==> src/rtl/rowdec_pkg.sv <==
`timescale 1ns/1ps
package rowdec_pkg;

  // number of address slices fed to the first stage
  function automatic int n_groups(input int addr_w, input int grp_w);
    return addr_w / grp_w;
  endfunction

  // one-hot lines produced per slice
  function automatic int n_lines(input int grp_w);
    return 1 << grp_w;
  endfunction

  // which line of slice 'grp' a given row taps
  function automatic int row_field(input int row, input int grp, input int grp_w);
    return (row >> (grp * grp_w)) & ((1 << grp_w) - 1);
  endfunction

endpackage

==> src/rtl/rowdec_predec.sv <==
`timescale 1ns/1ps
// First stage: one address slice into one-hot lines
module rowdec_predec #(
  parameter int GRP_W = 2,
  parameter int LINES = 1 << GRP_W
) (
  input  logic             en,
  input  logic [GRP_W-1:0] sel,
  output logic [LINES-1:0] lines
);

  for (genvar i = 0; i < LINES; i++) begin : g_line
    assign lines[i] = en & (sel == GRP_W'(i));
  end

endmodule

==> src/rtl/rowdec_final_plane.sv <==
`timescale 1ns/1ps
// Second stage: each row is the AND of one line per slice
module rowdec_final_plane #(
  parameter int GRP_W = 2,
  parameter int NGRP  = 3,
  parameter int LINES = 4,
  parameter int ROWS  = 64
) (
  input  logic [NGRP*LINES-1:0] pre,
  output logic [ROWS-1:0]       rows
);

  for (genvar r = 0; r < ROWS; r++) begin : g_row
    logic [NGRP-1:0] taps;
    for (genvar g = 0; g < NGRP; g++) begin : g_tap
      assign taps[g] = pre[g*LINES + rowdec_pkg::row_field(r, g, GRP_W)];
    end
    assign rows[r] = &taps;
  end

endmodule

==> src/rtl/rowdec_out_stage.sv <==
`timescale 1ns/1ps
// Optional word-line register
module rowdec_out_stage #(
  parameter int  ROWS    = 64,
  parameter bit  REG_OUT = 1'b1
) (
  input  logic            clk,
  input  logic            rst_n,
  input  logic [ROWS-1:0] d,
  output logic [ROWS-1:0] q
);

  if (REG_OUT) begin : g_reg
    always_ff @(posedge clk or negedge rst_n) begin
      if (!rst_n) q <= '0;
      else        q <= d;
    end
  end else begin : g_bypass
    assign q = d;
  end

endmodule

==> src/rtl/rowdec_2lvl.sv <==
`timescale 1ns/1ps
module rowdec_2lvl #(
  parameter int ADDR_W  = 6,
  parameter int GRP_W   = 2,
  parameter bit REG_OUT = 1'b1
) (
  input  logic                                   clk,
  input  logic                                   rst_n,
  input  logic                                   en,
  input  logic [ADDR_W-1:0]                      addr,
  output logic [(1<<ADDR_W)-1:0]                 wl,
  output logic [(ADDR_W/GRP_W)*(1<<GRP_W)-1:0]   predec
);

  localparam int NGRP  = rowdec_pkg::n_groups(ADDR_W, GRP_W);
  localparam int LINES = rowdec_pkg::n_lines(GRP_W);
  localparam int ROWS  = 1 << ADDR_W;

  // decode before the optional register, visible to the checker
  logic [ROWS-1:0] row_raw;

  for (genvar g = 0; g < NGRP; g++) begin : g_slice
    rowdec_predec #(.GRP_W(GRP_W), .LINES(LINES)) u_pre (
      .en    (en),
      .sel   (addr[g*GRP_W +: GRP_W]),
      .lines (predec[g*LINES +: LINES])
    );
  end

  rowdec_final_plane #(.GRP_W(GRP_W), .NGRP(NGRP), .LINES(LINES), .ROWS(ROWS)) u_plane (
    .pre  (predec),
    .rows (row_raw)
  );

  rowdec_out_stage #(.ROWS(ROWS), .REG_OUT(REG_OUT)) u_out (
    .clk   (clk),
    .rst_n (rst_n),
    .d     (row_raw),
    .q     (wl)
  );

endmodule

==> config.mk <==
export PLATFORM = sky130hd
export DESIGN_NAME = rowdec_2lvl
export DESIGN_NICKNAME = d
export VERILOG_FILES = /design/src/rtl/rowdec_pkg.sv /design/src/rtl/rowdec_predec.sv /design/src/rtl/rowdec_final_plane.sv /design/src/rtl/rowdec_out_stage.sv /design/src/rtl/rowdec_2lvl.sv
export SDC_FILE = /design/constraint.sdc
export NUM_CORES = 1
export LEC_CHECK = 0
export BUFFER_PORTS_ARGS = -buffer_cell sky130_fd_sc_hd__clkbuf_2
export CORE_MARGIN = 2
export CORE_UTILIZATION = 43
export DETAILED_ROUTE_END_ITERATION = 16
export GPL_TIMING_DRIVEN = 0
export PLACE_DENSITY = 0.74
export RECOVER_POWER = 100
export SETUP_SLACK_MARGIN = 0.15
export SKIP_CTS_REPAIR_TIMING = 1
export SYNTH_ARGS = -nofsm -noshare
export SYNTH_HDL_FRONTEND = slang
export SYNTH_SLANG_ARGS = --single-unit
export TNS_END_PERCENT = 30
==> constraint.sdc <==
create_clock -name clk -period 0.8 [get_ports clk]
set_input_delay 0.04 -clock clk [delete_from_list [all_inputs] [get_ports clk]]
set_output_delay 0.04 -clock clk [all_outputs]
set_load 0.01 [all_outputs]
Word-level counts from Yosys, hierarchy flattened
Cells that the tools add are included.
- output and inout port bits: 76
- logic and storage cells: 89
- register bits after elaboration: 64
- input bits: 9
- equal/unequal tests: 9
- reduce and logical (&&, ||, !) cells: 67
- bitwise operators: 12
- operator list (operator ; count):
    AND reduction 3 bit ; 64
    bitwise AND 1 bit ; 12
    == test 2 bit (second input constant) ; 6
    == test 2 x 1 -> 1 bit (second input constant) ; 3
    zero test 2 bit ; 3

Depth between registers and ports, before layout
Gate-level depths: netlist (run 1).
- depth in word-level cells: 3
- mapped depth: 5
- depth with buffers taken out: 2

By module
A second synthesis (run 1) with hierarchy kept.
- cell total of the unflattened synthesis: 152
- area total of the unflattened synthesis: 2244.7 µm²
- modules (own cells, without submodules) (module ; instances ; sequential area each (µm²) ; area an instance (µm²) ; cells each):
    rowdec_out_stage ; 1 ; 1601.5 ; 1601.5 ; 64
    rowdec_final_plane ; 1 ; 0.0 ; 530.5 ; 76
    rowdec_predec ; 3 ; 0.0 ; 37.5 ; 4

Worst setup path after synthesis (run 1)
OpenSTA, ideal clock, no wires.
- path type: input -> register
- start: in addr[5]
- end: reg u_out.q[11]
- path buffers: 3
- required time: 0.727 ns
- stages: 5
- slack: -0.149 ns
- data arrival time: 0.876 ns
- library setup time: 0.073 ns
- cells stage by stage: buf_6 -> or3b_1 -> buf_6 -> buf_12 -> nor2_4
- longest elaborated chain between the ends: 3
- RTL lines (item ; line ; text):
    start: declaration ; rowdec_2lvl.sv:10 ; input logic [ADDR_W-1:0] addr,
    zero test 2 bit ; rowdec_predec.sv:13 ; assign lines[i] = en & (sel == GRP_W'(i));
    bitwise AND 1 bit ; rowdec_predec.sv:13 ;
    AND reduction 3 bit ; rowdec_final_plane.sv:18 ; assign rows[r] = &taps;
    via row_raw[11] ; rowdec_2lvl.sv:20 ; logic [ROWS-1:0] row_raw;
    end signal: assignment ; rowdec_out_stage.sv:15 ; if (!rst_n) q <= '0;
    end signal: assignment ; rowdec_out_stage.sv:16 ; else q <= d;
    end: declaration ; rowdec_out_stage.sv:10 ; output logic [ROWS-1:0] q
The timed path passes the listed nets, and every way through them passes these cells.

Final worst setup path (run 1)
- start: reg u_out.q[56]
- end: out wl[56]
- RTL lines (item ; line ; text):
    end: declaration ; rowdec_2lvl.sv:11 ; output logic [(1<<ADDR_W)-1:0] wl,
No word-level cell between the ends.

==> results of run 1 <==
## synthesized netlist by cell type, drive strengths merged
library cell  instances  area [um^2]
nor2                 66          323
dfrtp                64         1600
clkbuf               11         45.0
nand4bb               6         67.6
buf                   5         55.1
and3b                 4         35.0
nand4b                4         35.0
or4b                  4         55.1
and3                  3         18.8
nor3b                 3         22.5
nand2                 2         7.51
nand3b                2         15.0
nand3                 1         5.00
nand4                 1         6.26
or3b                  1         8.76
or4                   1         11.3
## power by group through the flow
stage	Sequential (mW)	Clock (mW)	Combinational (mW)
after floorplan	3.33	0	0.231
after global placement	3.32	0	0.399
after detailed placement	3.32	0	0.407
after CTS	3.26	2.36	0.407
after global routing	3.26	2.54	0.473
final	3.26	2.32	0.431
## routing by layer
metal | vias to the layer above | routed length (um) | track usage
li1 | 760 | - | -
met1 | 778 | 2080 | 0.218
met2 | 65 | 2530 | 0.268
met3 | 6 | 363 | 0.0558
met4 | 0 | 60 | 0.0911
met5 | - | 0 | 0
## logic make-up (layout without fill, tap and decap cells)
kind of cell | after synthesis | in the layout | share of synthesized area
buffers and inverters | 16 | 113 | 0.0433
DFF | 64 | 64 | 0.693
and+or+nand+nor | 98 | 98 | 0.264
## layout make-up
| cell class | count | area share |
|---|---|---|
| clock buffer | 12 | 0.0509 |
| buffer | 16 | 0.0492 |
| multi-input combinational | 98 | 0.202 |
| timing repair buffer | 84 | 0.143 |
| tap | 70 | 0.0287 |
| sequential | 64 | 0.525 |
| clock inverter | 1 | 0.00164 |
## placed cells by master (no fill, tap or decap), drive strengths merged, types with 2 or more instances in the layout
cell,count
clkbuf,99
nor2,66
dfrtp,64
buf,13
nand4bb,6
and3b,4
nand4b,4
or4b,4
and3,3
nor3b,3
nand2,2
nand3b,2
## worst paths after layout
check	from	end	slack [ns]	cells after the start
worst max-delay path	u_out.q[56]	wl[56]	-0.07	1
min in group clk	addr[1]	u_out.q[16]	0.03	3
worst min-delay path	rst_n	u_out.q[34]	-0.15	1
max in group asynchronous	rst_n	u_out.q[37]	0.41	1
## through the flow
stage	cell area (um^2)	setup WS (ns)	TNS, ns	util	std cells
global route	3050	-0.116	-5.93	0.593	345
finish	3050	-0.0688	-3.05	0.593	345
CTS	2980	-0.0951	-4.78	0.580	339
detailed placement	2820	-0.420	-15.63	0.549	326
floorplan	2340	-0.145	-3.44	-	178
global placement	2820	-0.578	-51.18	0.549	326
==> flow_metrics.py, run 1 <==
metrics = {
    "pwr": {
        "leakage_nw": 1.58,
        "power_mw": 6.02,
        "vdd_ir_drop_max_v": 0.00111,
        "clockPowerShare": 0.386,
        "internal-power_mw": 4.65,
        "combinationalPowerShare": 0.072,
        "sw_frac_of_total": 0.227,
        "power_frac_seq": 0.542,
        "power_density_nw_per_um2": 1970,
        "switching_power_mw": 1.37,
    },
    "route": {
        "vias": 1609,
        "first_pass_iters": 4,
        "first_iter_violations": 65,
        "drc": 0,
        "ant_nets": 0,
        "routed_via_density": 4.66,
        "wl_per_cell_um": 14.6,
        "drt-total-wl_mm": 5.03,
    },
    "flow_run": {
        "cap_violations": 0,
    },
    "cts": {
        "clk_pin_slew_ns": 0.06,
        "cts_buffers": 9,
        "cts_buffer_depth": 2,
        "cts_tree": "done",
        "cts_sinks": 64,
        "htree_levels": 3,
        "root_buffer": "clkbuf_8",
    },
    "timing": {
        "setup_viol_count_final": 67,
        "rsz0062_at_grt": "yes",
        "timing_max_transition_violations_final": 0,
        "hold_viol": 64,
        "whs_ns": -0.154,
        "max_freq_mhz": 1150,
        "finalCritPeriodShare": 1.09,
        "fin_ws_ns": -0.0688,
        "tightest_slew_ns": 0.830,
        "relSlewSlack": 0.446,
        "period_minus_slack_ns": 0.869,
    },
    "finish": {
        "diodes": 0,
        "top_regs": "u_out.q x64",
        "largest_reg_flops": 64,
        "drive_above_1_share": 0.429,
        "multi_input_area_um2": 616,
        "seqCellArea_um2": 1600,
        "fillers": 480,
        "finalNetCount": 282,
        "largest-register": "u_out.q",
        "area_growth_pct": 31.9,
    },
    "place": {
        "io_buffers": 78,
        "place.gp.congestion": 0.699,
        "dp_hpwl_mm": 3.34,
    },
    "worst_setup_path": {
        "cp_data_arrival_time_ns": 0.83,
        "cp_cell_sequence": "clkbuf_2",
        "worst_path_max_delay_cell": "dfrtp_1",
        "cp_top_family": "flip-flops",
        "startpoint_type": "register",
        "worst_setup_path_end_kind": "output pin",
        "worst_ep_required_time_ns": 0.76,
        "slowest_delay_ns": 0.38,
        "criticalPathCategory": "register to output pin",
        "path_buf_inv": 1,
        "path_max_fanout": 1,
    },
    "global_route": {
        "grt_max_degree": 65,
        "overflow": 0,
        "grt_pass1_vias": 1524,
        "grt_pass1_wl_mm": 7.86,
        "grt.total_usage": 0.173,
        "antenna_found_initial": 0,
    },
    "synth": {
        "synth_seq_cells": 64,
        "synth.avg_cell_area_um2": 13.0,
        "netlist_area_um2": 2310,
        "syn-num-nets": 187,
        "synthesis.instances": 178,
        "yosysSeqAreaShare": 0.693,
        "yosysUniqueCellTypes": 21,
        "synth_warnings": 0,
    },
    "die": {
        "rows": 26,
        "coreArea_um2": 5140,
        "die_w_um": 77.3,
        "ios": 85,
        "die-height_um": 77.3,
        "fp.dieArea_um2": 5980,
        "start_util": 0.450,
    },
    "status": {
        "status": "complete, but fails checks",
        "failed_checks": "negative hold slack, negative setup slack",
    },
    "worst_hold_path": {
        "hold_class": "input port to async pin",
    },
}
No activity file was read; power rests on OpenSTA's default activity.
==> inputs of run 2 (changes only) <==
CORE_UTILIZATION = 48   (was 43)
PLACE_DENSITY = 0.78   (was 0.74)
SYNTH_HIERARCHICAL = 1   (was unset)
clock period = 0.9 ns   (was 0.8 ns; I/O delays follow)
==> run 2 against run 1 <==
Compared with the run above:
- the flow finishes with violations (negative hold slack)
- first-iteration DRC count is 38% higher
- flip-flop and latch count is the same
- clock power shrank 10%
- cell count fell by 9.6%
- clock-buffer cell count is 3 higher
- non-clock buffer count is 5 higher
- worst setup slack improved by 0.080 ns
- via count decreased by 0.44%
- critical path depth is the same
- worst hold slack lost 0.0051 ns
- routed wire length fell by 0.68%
- synthesized cell count shrank 15%
- largest cell class unchanged
- largest power group unchanged
==> flow_metrics.py, run 2 <==
metrics = {
    "global_route": {
        "grt_pass1_wl_mm": 7.38,
        "overflow": 0,
        "grt.total_usage": 0.196,
        "antenna_found_initial": 0,
        "grt_max_degree": 65,
        "grt_pass1_vias": 1477,
    },
    "cts": {
        "clk_pin_slew_ns": 0.06,
        "cts_tree": "done",
        "htree_levels": 3,
        "cts_buffers": 9,
        "root_buffer": "clkbuf_8",
        "cts_buffer_depth": 2,
        "cts_sinks": 64,
    },
    "route": {
        "drc": 0,
        "wl_per_cell_um": 16.0,
        "ant_nets": 0,
        "first_pass_iters": 4,
        "vias": 1602,
        "first_iter_violations": 90,
        "drt-total-wl_mm": 5.00,
        "routed_via_density": 5.13,
    },
    "finish": {
        "layout.cells.non_filler": 312,
        "mostFrequentLayoutCell": "dfrtp_1",
        "fillers": 363,
        "drive_above_1_share": 0.427,
        "finalNetCount": 265,
        "diodes": 0,
        "multi_input_area_um2": 522,
        "largest_reg_flops": 64,
        "top_regs": "u_out/q x64",
        "most-common-layout-cells": "dfrtp_1, and3_1, clkbuf_2",
        "largest-register": "u_out/q",
        "seqCellArea_um2": 1600,
        "area_growth_pct": 30.7,
        "final_area_um2": 2930,
    },
    "worst_setup_path": {
        "worst_ep_required_time_ns": 0.85,
        "worst_path_max_delay_cell": "dfrtp_1",
        "criticalPathCategory": "register to output pin",
        "worst_setup_path_end_kind": "output pin",
        "path_max_fanout": 1,
        "cp_data_arrival_time_ns": 0.84,
        "slowest_delay_ns": 0.38,
        "cp_top_family": "flip-flops",
        "startpoint_type": "register",
        "cp_cell_sequence": "clkbuf_2",
        "path_buf_inv": 1,
    },
    "timing": {
        "timing_max_transition_violations_final": 0,
        "hold_viol": 64,
        "tns_ns": 0,
        "period_minus_slack_ns": 0.889,
        "finalCritPeriodShare": 0.987,
        "setup_viol_count_final": 0,
        "tightest_slew_ns": 0.813,
        "rsz0062_at_grt": "yes",
        "max_freq_mhz": 1130,
        "relSlewSlack": 0.458,
        "whs_ns": -0.159,
    },
    "synth": {
        "synth_ff_type": "dfrtp_1",
        "synth_top_cell_by_area": "dfrtp_1",
        "synth.avg_cell_area_um2": 14.8,
        "synthTopCellsByArea": "dfrtp_1, and3_1, buf_6",
        "synth.most_common_cell": "dfrtp_1",
        "synth_warnings": 6,
        "syn-num-nets": 161,
        "yosys.area.top_type_share": 0.713,
        "yosysSeqAreaShare": 0.713,
        "synth_seq_cells": 64,
        "synthesis.instances": 152,
        "yosysUniqueCellTypes": 7,
        "synth-async-reset-ratio": 1.00,
        "synth_edf_count": 0,
        "netlist_area_um2": 2240,
        "synthTopCellsByCount": "dfrtp_1, and3_1, buf_6, and3_2, and3b_1",
    },
    "pwr": {
        "vdd_ir_drop_max_v": 0.000838,
        "power_density_nw_per_um2": 1790,
        "leakage_nw": 1.90,
    },
    "place": {
        "io_buffers": 84,
        "dp_hpwl_mm": 3.19,
        "placedCellCount": 288,
        "place.gp.congestion": 0.717,
        "postPlaceCellArea_um2": 2750,
    },
    "die": {
        "die_w_um": 72.4,
        "die-height_um": 72.4,
        "coreArea_um2": 4440,
        "fp.dieArea_um2": 5240,
        "start_util": 0.505,
        "rows": 24,
        "ios": 85,
    },
    "status": {
        "status": "complete, but fails checks",
        "failed_checks": "negative hold slack",
    },
    "flow_run": {
        "cap_violations": 0,
    },
    "worst_hold_path": {
        "hold_class": "input port to async pin",
    },
}
-- run 2: cell count changes after synthesis, sizes merged, moves of 4 or more --
cell     delta
buf         +7
or4b        -4
nor2       -66
and3       +64
nand4bb     -6
nand4b      -4
clkbuf     -11
-- run 2: area by class of cell --
| cell class | instances | share of cell area |
|---|---|---|
| Buffer | 12 | 0.0269 |
| Clock buffer | 15 | 0.0567 |
| Multi-Input combinational cell | 76 | 0.178 |
| Sequential cell | 64 | 0.546 |
| Tap cell | 52 | 0.0222 |
| Timing Repair Buffer | 93 | 0.170 |
-- run 2: stage by stage --
stage / utilization / total power [mW] / setup WS [ns]
after floorplan: - / 3.07 / 0.0942
after global placement: 0.617 / 3.22 / -0.458
after detailed placement: 0.618 / 3.22 / -0.242
after CTS: 0.655 / 5.30 / -0.0276
after global routing: 0.660 / 5.45 / -0.0179
final: 0.660 / 5.25 / 0.0114
-- run 2: path summary, 6_finish.rpt --
path,end,from,cells past startpoint,slack (ns)
min in group clk,u_out/q[49],addr[2],3,0.03
max in group asynchronous,u_out/q[13],rst_n,1,0.54
setup / recovery,wl[60],u_out/q[60],1,0.01
hold / removal,u_out/q[56],rst_n,1,-0.16
-- run 2: per-layer routing --
| metal | up-vias | GRT usage | part of all wire |
|---|---|---|---|
| li1 | 735 | - | - |
| met5 | - | 0 | 0 |
| met3 | 6 | 0.0681 | 0.052 |
| met2 | 58 | 0.295 | 0.51 |
| met4 | 0 | 0.0926 | 0.013 |
| met1 | 803 | 0.259 | 0.43 |
-- run 2: logic make-up (layout without fill, tap and decap cells) --
group / Yosys count / in the layout / synth area share
simple gates: 76 / 76 / 0.231
flops: 64 / 64 / 0.713
buf+inv: 12 / 120 / 0.0552
-- run 2: power breakdown --
part,internal [mW],switching (mW)
Sequential,2.88,0.00145
Clock,1.14,0.941
Combinational,0.0906,0.197
